$ cat src/rtl/synth_loader_pkg.sv
`timescale 1ns/1ps
package synth_loader_pkg;
  typedef enum logic [1:0] {ST_IDLE, ST_SHIFT, ST_SETTLE} ld_state_e;

  typedef struct packed {
    logic sdat;
    logic sclk;
  } pin_pair_t;

  localparam int PRE_STEPS     = 12;
  localparam int SYNC_STEPS    = 5;
  localparam int STEPS_PER_BIT = 4;
  localparam int STOP_STEPS    = 3;
endpackage

$ cat src/rtl/sl_hold_counter.sv
`timescale 1ns/1ps
module sl_hold_counter #(
  parameter int unsigned LIMIT = 4
) (
  input  logic clk_i,
  input  logic rst_ni,
  input  logic run_i,
  output logic last_o
);
  localparam int CW = (LIMIT > 1) ? $clog2(LIMIT) : 1;

  logic [CW-1:0] cnt_q;

  assign last_o = run_i && (cnt_q == CW'(LIMIT - 1));

  always_ff @(posedge clk_i or negedge rst_ni) begin
    if (!rst_ni)                cnt_q <= '0;
    else if (!run_i || last_o)  cnt_q <= '0;
    else                        cnt_q <= cnt_q + 1'b1;
  end
endmodule

$ cat src/rtl/sl_pattern_gen.sv
`timescale 1ns/1ps
module sl_pattern_gen
  import synth_loader_pkg::*;
#(
  parameter int WORD_W = 24,
  parameter int SW     = 7
) (
  input  logic [SW-1:0]     step_i,
  input  logic [WORD_W-1:0] word_i,
  output pin_pair_t         pins_o
);
  localparam int DATA_BASE = PRE_STEPS + SYNC_STEPS;
  localparam int DATA_END  = DATA_BASE + STEPS_PER_BIT * WORD_W;
  localparam int BW        = (WORD_W > 1) ? $clog2(WORD_W) : 1;

  int            s;
  int            j;
  logic          b;
  logic [1:0]    sub;
  logic [BW-1:0] bidx;

  always_comb begin
    s      = int'(step_i);
    j      = 0;
    sub    = 2'd0;
    bidx   = '0;
    b      = 1'b0;
    pins_o = '{sdat: 1'b1, sclk: 1'b1};
    if (s < PRE_STEPS) begin
      pins_o = '{sdat: 1'b1, sclk: step_i[0]};
    end else if (s < DATA_BASE) begin
      case (s - PRE_STEPS)
        0:       pins_o = '{sdat: 1'b1, sclk: 1'b0};
        1, 3:    pins_o = '{sdat: 1'b0, sclk: 1'b0};
        default: pins_o = '{sdat: 1'b0, sclk: 1'b1};
      endcase
    end else if (s < DATA_END) begin
      j    = s - DATA_BASE;
      bidx = BW'(j / STEPS_PER_BIT);
      sub  = 2'(j % STEPS_PER_BIT);
      b    = word_i[bidx];
      // complement first, true value latched on the final rising clock
      case (sub)
        2'd0:    pins_o = '{sdat: ~b, sclk: 1'b1};
        2'd1:    pins_o = '{sdat: ~b, sclk: 1'b0};
        2'd2:    pins_o = '{sdat:  b, sclk: 1'b0};
        default: pins_o = '{sdat:  b, sclk: 1'b1};
      endcase
    end else begin
      pins_o = '{sdat: 1'b1, sclk: (s - DATA_END) != 1};
    end
  end
endmodule

$ cat src/rtl/synth_word_loader.sv
`timescale 1ns/1ps
module synth_word_loader
  import synth_loader_pkg::*;
#(
  parameter int WORD_W        = 24,
  parameter int REG_W         = 8,
  parameter int CLK_BIT       = 2,
  parameter int DAT_BIT       = 3,
  parameter int STEP_CYCLES   = 4,
  parameter int SETTLE_CYCLES = 5_000_000
) (
  input  logic              clk_i,
  input  logic              rst_ni,
  input  logic              start_i,
  input  logic [WORD_W-1:0] word_i,
  input  logic [REG_W-1:0]  reg_i,
  output logic [REG_W-1:0]  reg_o,
  output logic              busy_o,
  output logic              done_o
);
  localparam int TOTAL_STEPS = PRE_STEPS + SYNC_STEPS + STEPS_PER_BIT * WORD_W + STOP_STEPS;
  localparam int SW          = $clog2(TOTAL_STEPS);

  ld_state_e         state_q;
  logic [SW-1:0]     step_q;
  logic [WORD_W-1:0] word_q;
  logic [REG_W-1:0]  reg_q;
  logic              done_q;
  logic              step_last;
  logic              settle_last;
  pin_pair_t         pins;
  logic [REG_W-1:0]  drive_reg;

  sl_hold_counter #(.LIMIT(STEP_CYCLES)) u_step_cnt (
    .clk_i  (clk_i),
    .rst_ni (rst_ni),
    .run_i  (state_q == ST_SHIFT),
    .last_o (step_last)
  );

  sl_hold_counter #(.LIMIT(SETTLE_CYCLES)) u_settle_cnt (
    .clk_i  (clk_i),
    .rst_ni (rst_ni),
    .run_i  (state_q == ST_SETTLE),
    .last_o (settle_last)
  );

  sl_pattern_gen #(.WORD_W(WORD_W), .SW(SW)) u_pattern (
    .step_i (step_q),
    .word_i (word_q),
    .pins_o (pins)
  );

  always_ff @(posedge clk_i or negedge rst_ni) begin
    if (!rst_ni) begin
      state_q <= ST_IDLE;
      step_q  <= '0;
      word_q  <= '0;
      reg_q   <= '0;
      done_q  <= 1'b0;
    end else begin
      done_q <= (state_q == ST_SETTLE) && settle_last;
      case (state_q)
        ST_IDLE: if (start_i) begin
          word_q  <= word_i;
          reg_q   <= reg_i;
          step_q  <= '0;
          state_q <= ST_SHIFT;
        end
        ST_SHIFT: if (step_last) begin
          if (step_q == SW'(TOTAL_STEPS - 1)) state_q <= ST_SETTLE;
          else                                step_q  <= step_q + 1'b1;
        end
        ST_SETTLE: if (settle_last) state_q <= ST_IDLE;
        default: state_q <= ST_IDLE;
      endcase
    end
  end

  for (genvar g = 0; g < REG_W; g++) begin : g_bit
    if (g == CLK_BIT) begin : g_clk
      assign drive_reg[g] = pins.sclk;
    end else if (g == DAT_BIT) begin : g_dat
      assign drive_reg[g] = pins.sdat;
    end else begin : g_keep
      assign drive_reg[g] = reg_q[g];
    end
  end

  always_comb begin
    case (state_q)
      ST_SHIFT:  reg_o = drive_reg;
      ST_SETTLE: reg_o = reg_q;
      default:   reg_o = reg_i;
    endcase
  end

  assign busy_o = (state_q != ST_IDLE);
  assign done_o = done_q;
endmodule

$ cat config.mk
export PLATFORM = sky130hd
export DESIGN_NAME = synth_word_loader
export DESIGN_NICKNAME = d
export VERILOG_FILES = /design/src/rtl/synth_loader_pkg.sv /design/src/rtl/sl_hold_counter.sv /design/src/rtl/sl_pattern_gen.sv /design/src/rtl/synth_word_loader.sv
export SDC_FILE = /design/constraint.sdc
export NUM_CORES = 1
export LEC_CHECK = 0
export ABC_CLOCK_PERIOD_IN_PS = 4000
export BUFFER_PORTS_ARGS = -buffer_cell sky130_fd_sc_hd__buf_4
export CORE_ASPECT_RATIO = 0.5
export CORE_UTILIZATION = 58
export DETAILED_ROUTE_END_ITERATION = 16
export HOLD_SLACK_MARGIN = 0.1
export PLACE_DENSITY = 0.81
export RECOVER_POWER = 100
export SYNTH_ARGS = -nofsm -noshare
export SYNTH_HDL_FRONTEND = slang
export SYNTH_SLANG_ARGS = --single-unit
$ cat constraint.sdc
create_clock -name clk_i -period 4 [get_ports clk_i]
set_input_delay 0.2 -clock clk_i [delete_from_list [all_inputs] [get_ports clk_i]]
set_output_delay 0.2 -clock clk_i [all_outputs]
set_load 0.005 [all_outputs]
* Yosys cells after proc, flatten, opt, wreduce, memory -nomap -nowiden *
Index checks and enable logic that the tools add are counted.

word-level totals
  register bits = 67

cells by class
  $add $sub $neg = 7
  order comparisons = 4
  eq/ne operators = 15
  mux-type cells = 19
  bitwise logic cells = 2
  reduce and logical (&&, ||, !) cells = 17

operators by type and width
  operator               count
  $eq 32x1->1 const B    1
  $eq 32x2->1 const B    1
  $logic_not 32->1       1
  $ne 32x2->1 const B    1
  $add 23x1->23 const B  1
  $eq 23x23->1 const B   1
  $mux 23                1
  $mux 7                 3
  $mux 2                 8
  $pmux 8 s2             1
  $pmux 7 s2             1
  $pmux 2 s3             2
  $ne 2x2->1 const B     5
  $reduce_and 4->1       2
  $sub 7x4->8 const B    1
  $sub 7x5->8 const B    1
  $sub 7x7->8 const B    1
  $add 7x1->7 const B    1
  $eq 7x7->1 const B     1
  $lt 7x4->1 const B     1
  $lt 7x5->1 const B     1
  $lt 7x7->1 const B     1
  $eq 2x2->1 const B     3
  $lt 5x6->1 const B     1
  15 further kinds       23

* Depth between registers and ports, before layout *
  depth in word-level cells = 12
  gate-level depth with buffers = 14

* Modules after synthesis *
Synthesis repeated with hierarchy kept, for this count alone.

second synthesis, totals
  cell total of the unflattened synthesis = 355
  area, all modules = 3818.7 sq um

by module, submodules not included
  module                           times used  cells an instance  area each (sq um)  sequential area each (sq um)
  synth_word_loader                1           170                1969.4             1051.0
  sl_hold_counter at u_settle_cnt  1           125                1213.7             575.6
  sl_pattern_gen                   1           54                 544.3              0.0
  sl_hold_counter at u_step_cnt    1           6                  91.3               50.0

* Worst setup path before layout *
OpenSTA, ideal clock, no wires.

  path kind = register to output
  from = reg step_q[0]
  to = out reg_o[3]
  data arrival time = 3.148 ns
  path slack = 0.652 ns
  stages on the path, launching flop included = 14
  path buffers = 3
  cell sequence = dfrtp_1 -> clkbuf_1 -> inv_1 -> ha_1 -> clkbuf_1 -> xor2_1 -> ha_1 -> clkbuf_1 -> mux4_2 -> mux2i_1 -> mux2i_1 -> mux2i_1 -> nor3b_1 -> a211o_1

on the way
  longest elaborated chain between the ends = 12
  elaborated cells on any way between the ends = 24
  classes of those cells = add/sub: 3; order compare: 3; eq/ne: 4; mux: 8; bitwise: 2; reduce/logical: 4

ends and longest elaborated chain
  what                              line                                        source
  from (decl)                       synth_word_loader.sv:25                     logic [SW-1:0] step_q;
  from (signal assigned)            synth_word_loader.sv:72                     else step_q <= step_q + 1'b1;
  $sub 7x5->8                       sl_pattern_gen.sv:38                        j = s - DATA_BASE;
  $reduce_or 2->1 (no source line)  n/a
  $and 1x1->1 (no source line)      n/a
  $add 5x1->5 (no source line)      n/a
  $bmux 1 s5                        sl_pattern_gen.sv:41                        b = word_i[bidx];
  $mux 1 (implied by the code)      sl_pattern_gen.sv:41
  $not 1->1                         sl_pattern_gen.sv:44, sl_pattern_gen.sv:45
  $pmux 2 s3                        sl_pattern_gen.sv:43                        case (sub)
  $mux 2                            sl_pattern_gen.sv:37                        end else if (s < DATA_END) begin
  $mux 2                            sl_pattern_gen.sv:31                        end else if (s < DATA_BASE) begin
  $mux 2 (*)                        sl_pattern_gen.sv:29                        if (s < PRE_STEPS) begin
  $pmux 8 s2 (*)                    synth_word_loader.sv:91                     case (state_q)
  to (decl)                         synth_word_loader.sv:17                     output logic [REG_W-1:0] reg_o,

Mark *: on every way between the ends. The rest lies on a longest branch, timed or not. The select of a mux whose other input is x is not followed.

* Worst setup path in the final report *
Same ends and word-level chain as after synthesis.

==> impl_results.md <==
- Area of the multi-input gates: approximately 1800 um2
- Post-route ant nets: 0
- Avg Cell Area, Syn: 10.3 um2
- Hold Path Class: input pin to flip-flop
- Die ar.: about 6600 um2
- Share of cells above drive strength 1: 24.3%
- CP Cell Sequence: nor2_2, nand2_1, a2111oi_2, ha_2, ha_1, xor2_1, xnor2_2, mux2i_1, mux2i_1, mux2i_1, nor3b_1, a211o_1, buf_4
- Vias in the first global route: 3031
- CTS Buffer Depth: 2
- Pre-CTS setup slack: 377 ps
- Global-route wire length before repair: between 10000 and 15000 um
- Register area: 1680 um2
- Root cell of the clock tree: clkbuf_16
- Slowest stage delay, CP: approximately 500 ps
- CP endpoint kind: primary output
- Drt total wl: 8820 um
- Tot Pwr: 3.56 mW
- Final instance area: approximately 4600 um2
- Setup repair bufs after CTS: 0
- GRT Total Usage: 30.6%
- CTS Buf Count: 9
- Max-slew headroom: -24.0%
- Final Hold Viols: 0
- Synth Register Bits: 67
- CP Class: flip-flop to primary output
- Final Net Count: 462
- Setup slack after layout: 63.2 ps
- Xor/xnor cell area share of the yosys netlist: under 10%
- Max IR drop VDD: 0.618 mV
- Final core utilization: 79.6%
- Mapped Cells: 352
- Yosys warns: 0
- Adder-cell share of the synthesized area: 4.78%
- CTS clk-pin slew, worst paths: 60 ps
- Synth-to-layout area growth: 25.9%
- Least-Margin Pin Slew: 1860 ps
- Detailed Routing Iterations Pass 1: 5
- Worst Path Required: 3800 ps
- Maximum clock rate: 254 MHz
- Simple-gate share of the synthesized area: 16.4%
- Post-synth EDFFs: 0
- Synth Area in Compound Gates: 7.50%
- Largest family of logic cells by synthesized area: simple AND/OR/NAND/NOR gates
- CTS tree: yes
- Die W: roughly 110 um
- Largest net degree at the start of global routing: 68
- Final setup vio count: 0
- Setup TNS: 0 ps
- Failing checks: capacitance limit, slew limit
- Most numerous cell on the critical path: mux2i_1
- Top FF cell, synth: dfrtp_1
- CP max FO: 10
- Final worst-path cycle share: 98.4%
- Placed Instance Area: 4010 um2
- Sink Count: 67
- Die height: 58.0 um
- Synth async-reset ratio: 100%
- Clk Latency, worst-skew pair: approximately 340 ps
- Initial Util: between 60% and 70%
- RePlAce Congestion: 0.846
- MaxCap Viol Count: 2
- Diodes inserted: 0
- Antenna violations before repair: 0
- Outcome: finished, violations left
- Period minus WS final: 3940 ps
- Site row count: 19
- Slowest-stage cell, CP: dfrtp_1
- GRT Residual Overflow: 0
- Post-Synthesis Net Count: 400
- Residual DRC: 0
- Leak: 2.06 nW
- CP Data Arrival Time: 3740 ps
- DPL Wire Length: ~5300 um
- Post-synthesis mux area share: 14.3%
- I/O Pins: 45
- Initial DRC count: 259
- Core Region: 5750 um2
- Delay-heaviest family, CP: simple AND/OR/NAND/NOR gates
- CP Buf/Inv Count: 1
- H-tree levels: 3
- Via count: 2914
- DR vias/cell: 5.79
- # fillers: 340
- Post-Syn Area: 3640 um2
- WL/cell: 17.5 um
- Synth cell types: 48
- Final Max Slew Viols: approximately 110
- Clk_skew: around 5.1 ps
- P per Cell Area: 779 nW/um2
- Sequential area share after synthesis: 46.1%
- I/O Buffers: 44
- Crit start category: flip-flop
kinds of logic after synthesis:
group / after synthesis
AOI/OAI and AO/OA: 42
adders and majority gates: 14
and+or+nand+nor: 126
DFF: 67
xor gates and xnor gates: 29
buffers and inverters: 33
muxes: 41
registers in the layout (all words and copies together) (netlist names):
name                flops
step_q                  7
u_settle_cnt.cnt_q     23
u_step_cnt.cnt_q        2
reg_q                   8
word_q                 24
done_o                  1
state_q                 2
Yosys cell counts, types with 2 or more instances:
| cell type | instances | share of area (%) |
|---|---|---|
| dfrtp_1 | 67 | 46 |
| nor2_1 | 40 | 4.1 |
| nand2_1 | 30 | 3.1 |
| mux2_2 | 27 | 8.4 |
| xor2_1 | 18 | 4.3 |
| nand3_1 | 17 | 2.3 |
| clkbuf_1 | 16 | 1.7 |
| inv_1 | 14 | 1.4 |
| ha_1 | 13 | 4.5 |
| o21ai_0 | 12 | 1.7 |
| and3_1 | 10 | 1.7 |
| xnor2_1 | 10 | 2.4 |
| a21oi_1 | 7 | 0.96 |
| mux2i_1 | 7 | 1.9 |
| o22ai_1 | 7 | 1.2 |
| mux4_2 | 6 | 3.7 |
| nor3_1 | 6 | 0.83 |
| nor4_1 | 5 | 0.86 |
| nand4_1 | 3 | 0.52 |
| a211o_1 | 2 | 0.48 |
| a31oi_1 | 2 | 0.34 |
| and2_1 | 2 | 0.34 |
| and4_1 | 2 | 0.48 |
| nand2b_1 | 2 | 0.34 |
| nor3b_1 | 2 | 0.41 |
| o22a_1 | 2 | 0.48 |
| or3_1 | 2 | 0.34 |
what timing repair did:
item | 4_1_cts | 5_1_grt
endpoints found under the setup margin | 1 | 1
gates resized for setup | 1 | 6
hold buffers | 23 | 0
hold endpoints to repair | 89 | 0
cell type report:
| type | instances | share of cell area [%] |
|---|---|---|
| Tap cell | 84 | 2.30 |
| Sequential cell | 67 | 36.7 |
| Clock buffer | 10 | 5.22 |
| Multi-Input combinational cell | 252 | 40.2 |
| Clock inverter | 6 | 1.94 |
| Timing Repair Buffer | 70 | 12.5 |
| Inverter | 14 | 1.15 |
power by group:
group / internal (mW) / switching (mW) / leakage [nW]
Clock: 0.562 / 0.291 / 0.155
Sequential: 0.885 / 0.162 / 0.859
Combinational: 0.829 / 0.836 / 1.05
Total: 2.28 / 1.29 / 2.06
placed cells by master (no fill, tap or decap), drive strengths merged, types with 3 or more instances in the layout:
cell | Yosys | routed
a21oi | 7 | 7
and3 | 10 | 10
buf | 3 | 36
clkbuf | 16 | 21
dfrtp | 67 | 67
dlygate4sd3 | 0 | 23
ha | 13 | 13
inv | 14 | 14
mux2 | 28 | 28
mux2i | 7 | 7
mux4 | 6 | 6
nand2 | 30 | 30
nand3 | 17 | 17
nand4 | 3 | 3
nor2 | 40 | 40
nor3 | 6 | 6
nor4 | 5 | 5
o21ai | 13 | 13
o22ai | 7 | 7
xnor2 | 11 | 11
xor2 | 18 | 18
through the flow:
stage | cells | hold slack (ps)
floorplan | 352 | -95.6
global placement | 464 | 330
detailed placement | 464 | 351
CTS | 503 | 107
global route | 503 | 100
finish | 503 | 114
final timing paths:
kind / start / to / slack, ps / cells after the start
max: step_q[0]$_DFFE_PN0P_ / reg_o[3] / 60 / 13
min: word_i[15] / word_q[15]$_DFFE_PN0P_ / 110 / 2
max reg2reg: state_q[1]$_DFFE_PN0P_ / step_q[0]$_DFFE_PN0P_ / 1000 / 7
min reg2reg: u_step_cnt.cnt_q[0]$_DFF_PN0_ / u_step_cnt.cnt_q[0]$_DFF_PN0_ / 430 / 1
max in group asynchronous: rst_ni / step_q[2]$_DFFE_PN0P_ / 2100 / 2
min in group asynchronous: rst_ni / u_settle_cnt.cnt_q[8]$_DFF_PN0_ / 810 / 2
metal layers:
layer  track usage, %  part of all wire (%)
met2             49.6                    49
met3             10.7                   6.7
met1             37.9                    42
met5                0                     0
met4             13.5                   2.6
(Power assumes the default switching activity.)
